**src/rtl/vfc_pkg.sv**
```systemverilog
// Package: vfc_pkg
// Shared field widths, mask bit positions and the category type used by the
// vector float data class tester. Assumes IEEE single-precision lane layout.
package vfc_pkg;
    localparam int LANE_W = 32;
    localparam int EXP_W  = 8;
    localparam int FRAC_W = LANE_W - 1 - EXP_W;
    localparam int MASK_W = 7;

    // Mask bit positions; the selection order is part of the interface.
    localparam int MB_NAN   = 6;
    localparam int MB_PINF  = 5;
    localparam int MB_NINF  = 4;
    localparam int MB_PZERO = 3;
    localparam int MB_NZERO = 2;
    localparam int MB_PSUB  = 1;
    localparam int MB_NSUB  = 0;

    typedef enum logic [2:0] {
        FC_NORMAL = 3'd0,
        FC_ZERO   = 3'd1,
        FC_SUB    = 3'd2,
        FC_INF    = 3'd3,
        FC_NAN    = 3'd4
    } fclass_e;
endpackage

```
**src/rtl/vfc_lane_classify.sv**
```systemverilog
// Module: vfc_lane_classify
// Splits one single-precision word into sign, exponent and fraction and
// reports its category. Purely combinational; assumes sign at the MSB.
module vfc_lane_classify
    import vfc_pkg::*;
(
    input  logic [LANE_W-1:0] lane_i,
    output fclass_e           cls_o,
    output logic              neg_o
);
    localparam int EXP_LSB = FRAC_W;
    localparam int EXP_MSB = FRAC_W + EXP_W - 1;

    logic [EXP_W-1:0]  exp_f;
    logic [FRAC_W-1:0] frac_f;
    logic              exp_max;
    logic              exp_min;
    logic              frac_nz;

    // Field extraction and range flags.
    always_comb begin
        exp_f   = lane_i[EXP_MSB:EXP_LSB];
        frac_f  = lane_i[FRAC_W-1:0];
        exp_max = &exp_f;
        exp_min = ~|exp_f;
        frac_nz = |frac_f;
        neg_o   = lane_i[LANE_W-1];
    end

    // Category decision from the exponent extremes and fraction.
    always_comb begin
        if (exp_max)      cls_o = frac_nz ? FC_NAN : FC_INF;
        else if (exp_min) cls_o = frac_nz ? FC_SUB : FC_ZERO;
        else              cls_o = FC_NORMAL;
    end
endmodule

```
**src/rtl/vfc_lane_match.sv**
```systemverilog
// Module: vfc_lane_match
// Tests a lane's category and sign against the selection mask. NaN ignores
// the sign; normal values never match. Purely combinational.
module vfc_lane_match
    import vfc_pkg::*;
(
    input  fclass_e           cls_i,
    input  logic              neg_i,
    input  logic [MASK_W-1:0] mask_i,
    output logic              hit_o
);
    // Select the mask bit that governs this category and sign.
    always_comb begin
        unique case (cls_i)
            FC_NAN:  hit_o = mask_i[MB_NAN];
            FC_INF:  hit_o = neg_i ? mask_i[MB_NINF]  : mask_i[MB_PINF];
            FC_ZERO: hit_o = neg_i ? mask_i[MB_NZERO] : mask_i[MB_PZERO];
            FC_SUB:  hit_o = neg_i ? mask_i[MB_NSUB]  : mask_i[MB_PSUB];
            default: hit_o = 1'b0;
        endcase
    end
endmodule

```
**src/rtl/vec_fclass_tester.sv**
```systemverilog
// Module: vec_fclass_tester
// Top level: classifies each lane of a vector, expands each match into a
// full-width lane mask and registers the result, or flags a fault when the
// vector extension is off. Lane 0 sits at the most significant end.
module vec_fclass_tester
    import vfc_pkg::*;
#(
    parameter int NUM_LANES = 4
) (
    input  logic                          clk,
    input  logic                          rst_n,
    input  logic                          in_valid,
    input  logic                          ext_enable,
    input  logic [NUM_LANES*LANE_W-1:0]   src_vec,
    input  logic [MASK_W-1:0]             class_mask,
    output logic                          out_valid,
    output logic                          out_fault,
    output logic [NUM_LANES*LANE_W-1:0]   out_vec
);
    localparam int VEC_W = NUM_LANES * LANE_W;

    fclass_e                  lane_cls [NUM_LANES];
    logic [NUM_LANES-1:0]     lane_neg;
    logic [NUM_LANES-1:0]     lane_hit;
    logic [VEC_W-1:0]         res_vec;
    logic                     accept;
    logic                     refuse;

    for (genvar k = 0; k < NUM_LANES; k++) begin : g_lane
        localparam int HI = VEC_W - 1 - k*LANE_W;
        localparam int LO = VEC_W - (k+1)*LANE_W;

        vfc_lane_classify u_cls (
            .lane_i (src_vec[HI:LO]),
            .cls_o  (lane_cls[k]),
            .neg_o  (lane_neg[k])
        );

        vfc_lane_match u_match (
            .cls_i  (lane_cls[k]),
            .neg_i  (lane_neg[k]),
            .mask_i (class_mask),
            .hit_o  (lane_hit[k])
        );

        // Widen the lane hit to a full lane of ones or zeros.
        assign res_vec[HI:LO] = {LANE_W{lane_hit[k]}};

        AST_NORMAL_NEVER_HITS: assert property (@(posedge clk) disable iff (!rst_n)
            (lane_cls[k] == FC_NORMAL) |-> !lane_hit[k]);
        AST_LANE_SOLID: assert property (@(posedge clk) disable iff (!rst_n)
            (out_vec[HI:LO] == '0) || (out_vec[HI:LO] == '1));
    end

    // Request acceptance versus refusal on the extension enable.
    always_comb begin
        accept = in_valid &&  ext_enable;
        refuse = in_valid && !ext_enable;
    end

    // Single result stage with synchronous active-low clear.
    always_ff @(posedge clk) begin
        if (!rst_n) begin
            out_valid <= 1'b0;
            out_fault <= 1'b0;
            out_vec   <= '0;
        end else begin
            out_valid <= accept;
            out_fault <= refuse;
            out_vec   <= accept ? res_vec : '0;
        end
    end

    AST_RESULT_NEXT_CYCLE: assert property (@(posedge clk) disable iff (!rst_n)
        (in_valid && ext_enable) |=> out_valid);
    AST_FAULT_NEXT_CYCLE: assert property (@(posedge clk) disable iff (!rst_n)
        (in_valid && !ext_enable) |=> (out_fault && !out_valid && out_vec == '0));
    AST_NO_BOTH_FLAGS: assert property (@(posedge clk) disable iff (!rst_n)
        !(out_valid && out_fault));
    AST_IDLE_DATA_ZERO: assert property (@(posedge clk) disable iff (!rst_n)
        !out_valid |-> (out_vec == '0));
    AST_RESET_CLEARS: assert property (@(posedge clk)
        !rst_n |=> (!out_valid && !out_fault && out_vec == '0));
endmodule

```
**config.mk**
```make
export PLATFORM = sky130hd
export DESIGN_NAME = vec_fclass_tester
export DESIGN_NICKNAME = d
export VERILOG_FILES = /design/src/rtl/vfc_pkg.sv /design/src/rtl/vfc_lane_classify.sv /design/src/rtl/vfc_lane_match.sv /design/src/rtl/vec_fclass_tester.sv
export SDC_FILE = /design/constraint.sdc
export NUM_CORES = 1
export LEC_CHECK = 0
export ABC_AREA = 1
export BUFFER_PORTS_ARGS = -buffer_cell sky130_fd_sc_hd__buf_2
export CORE_AREA = 5 5 102 104
export DETAILED_ROUTE_END_ITERATION = 10
export DIE_AREA = 0 0 107 109
export PLACE_DENSITY = 0.58
export SYNTH_ARGS = -nofsm -noshare
export SYNTH_HDL_FRONTEND = slang
export SYNTH_SLANG_ARGS = --single-unit
```
**constraint.sdc**
```tcl
create_clock -name clk -period 1 [get_ports clk]
set_input_delay 0.05 -clock clk [delete_from_list [all_inputs] [get_ports clk]]
set_output_delay 0.05 -clock clk [all_outputs]
set_load 0.1 [all_outputs]
```
==> flow_summary.yaml <==
outcome:
  status: "finished, violations left"
  failed_checks: "negative setup slack"
worst_setup_path:
  start_kind: "flip-flop"
  crit_fanout: 9
  end_kind: "primary output"
  required_ps: 950
  path_class: "reg2out"
  cp_data_arrival_time_ps: 1060
min_path:
  hold_class: "in2reg"
sta:
  finalCriticalPeriod_ps: 1110
  rsz0062_at_grt: "true"
  worst_pin_slew_ps: 368
  holdWs_ps: 62.3
  fmax_ghz: 0.903
  slew_viol_final: 0
  tns_ps: -10520
  post-route-period-util_pct: 111
  report.final.setup_viol: 128
  relSlewSlack_pct: 75.2
  worst_slack_ps: -107
  final_hold_viol_count: 0
global_route:
  antenna_found_initial: 0
  grt_pass1_vias: 2522
  grt.overflow.total: 0
  grt_pass1_wl_microns: 13000
  grt_max_degree: 15
  track_usage_pct: 14.2
routing:
  avgRoutedWirePerCell_microns: 14.6
  drt_drc_violations_left: 0
  drt-total-wl_microns: 9240
  ant_nets: 0
  vias: 2545
  dr.pass1.iters: 5
  via_per_inst: 4.02
  drt_iter0_drc: 80
synthesis:
  yosys_register_bits: 6
  yosys.cell_types.count: 14
  synth_nets: 490
  yosysSeqAreaShare_pct: 6.14
  avgSynthCellArea_sq_um: 5.57
  netlist_area_sq_mm: 0.00196
  syn_inst: 351
  yosys_warnings: 0
floorplan:
  die-area_sq_mm: 0.0117
  io_pins: 269
  initial_core_util_pct: 20.7
  die_h_microns: 109
  rows: 36
  fp.dieW_microns: 107
  coreArea_sq_mm: 0.00946
layout:
  syn2layout_area_growth_pct: 154
  fillers: 819
  layout.nets: 660
  drive_gt1_share_pct: 58.6
  stdcell_count: 633
  antenna_cells: 0
place:
  port-buffer-count: 268
  dpl.hpwl_microns: 7860
  gp_congestion: 0.762
  placed_cells: 621
clock_tree:
  tritoncts: "yes"
  cts_buffer_depth: 2
  clkTransAtPathRegs_ps: 40
  cts-root-buf: "clkbuf_8"
  clock_sinks: 6
  numCtsBuffers: 3
  cts-htree-levels: 1
power_and_ir_drop:
  powerDensity_mw_per_mm2: 244
  vdd_drop_max_mv: 0.275
  power_leakage_nw: 2.27
job:
  cap_violations: 0
## logic make-up after synthesis
| kind of cell | synth area share (%) |
|---|---|
| flops | 6.14 |
| buf+inv | 50.7 |
| simple gates | 37.9 |
| compound gates | 5.25 |
## through the flow
step / power (mW) / utilization, % / instance area [sq um] / setup slack (ps)
2_1_floorplan: 0.455 / - / 1970 / -89.0
3_3_place_gp: 0.801 / 49.1 / 4640 / 8.97
3_5_place_dp: 0.818 / 49.1 / 4640 / 11.4
4_1_cts: 1.24 / 52.1 / 4920 / -121
5_1_grt: 1.33 / 52.4 / 4960 / -147
6_report: 1.21 / 52.4 / 4960 / -107
## cell usage in the layout, fill, tap and decap left out
cell and n:
clkbuf_8 3, dlygate4sd3_1 1, buf_16 13, nand4_1 4
o21ai_0 10, buf_12 127, buf_6 3, buf_2 138
nand3b_1 1, nor2_2 8, a21oi_1 6, dfxtp_4 4
buf_4 3, o21a_1 1, clkbuf_16 2, buf_8 2
dfxtp_1 2, nand3_1 9, inv_1 16, nand2_1 81
o21ai_1 3, nand2_2 1, nor2_1 81
## final timing paths
check,start,end,slack [ps],depth (start not counted)
max,out_vec[63],out_vec[53],-110,3
min,in_valid,out_fault,60,3
## cell usage after synthesis
cell,number,share of area [%]
inv_1,16,3.1
nand2_1,81,16
nand3_1,9,2.3
o21ai_0,10,2.6
dfxtp_1,6,6.1
buf_4,124,48
o21ai_1,3,0.77
nand2_2,1,0.32
a21oi_1,6,1.5
o21a_1,1,0.38
nor2_1,81,16
nand4_1,4,1.3
nand3b_1,1,0.38
nor2_2,8,2.6
## layer usage
metal / share of wire (%) / up-vias / global-route usage (%)
met5: 0 / - / 0
met3: 9.5 / 6 / 4.26
met4: 0.98 / 0 / 2.92
met2: 57 / 131 / 28.6
li1: - / 1295 / -
met1: 33 / 1113 / 14.3
## flip-flops by register name, summed over array words and instances, names as in the netlist
name and cells:
out_fault 1, out_vec 4, out_valid 1
## report_power, final
part	switching, mW	internal, mW
clock network	0.126	0.261
registers	0.00289	0.233
logic	0.287	0.299
## cell type report
type | instances | area (sq um) | share of cell area (%)
Sequential cell | 6 | 135 | 2.72
Tap cell | 114 | 143 | 2.88
Inverter | 16 | 60.1 | 1.21
Multi-Input combinational cell | 205 | 845 | 17.0
Timing Repair Buffer | 289 | 3740 | 75.3
Clock buffer | 3 | 41.3 | 0.832
## repair_timing
action | CTS | global route
setup buffers | 2 | 1
gates cloned | 4 | 2
setup endpoints to repair | 128 | 128
hold endpoints to repair | 1 | 0
hold buffers | 1 | 0
resized for setup | 18 | 3
## critical path, cell delays in order, from the launching register on
cell	delay [ps]
dfxtp_4	370
buf_12	110
buf_12	160
buf_12	180
Power figures use the tool's default switching activity.
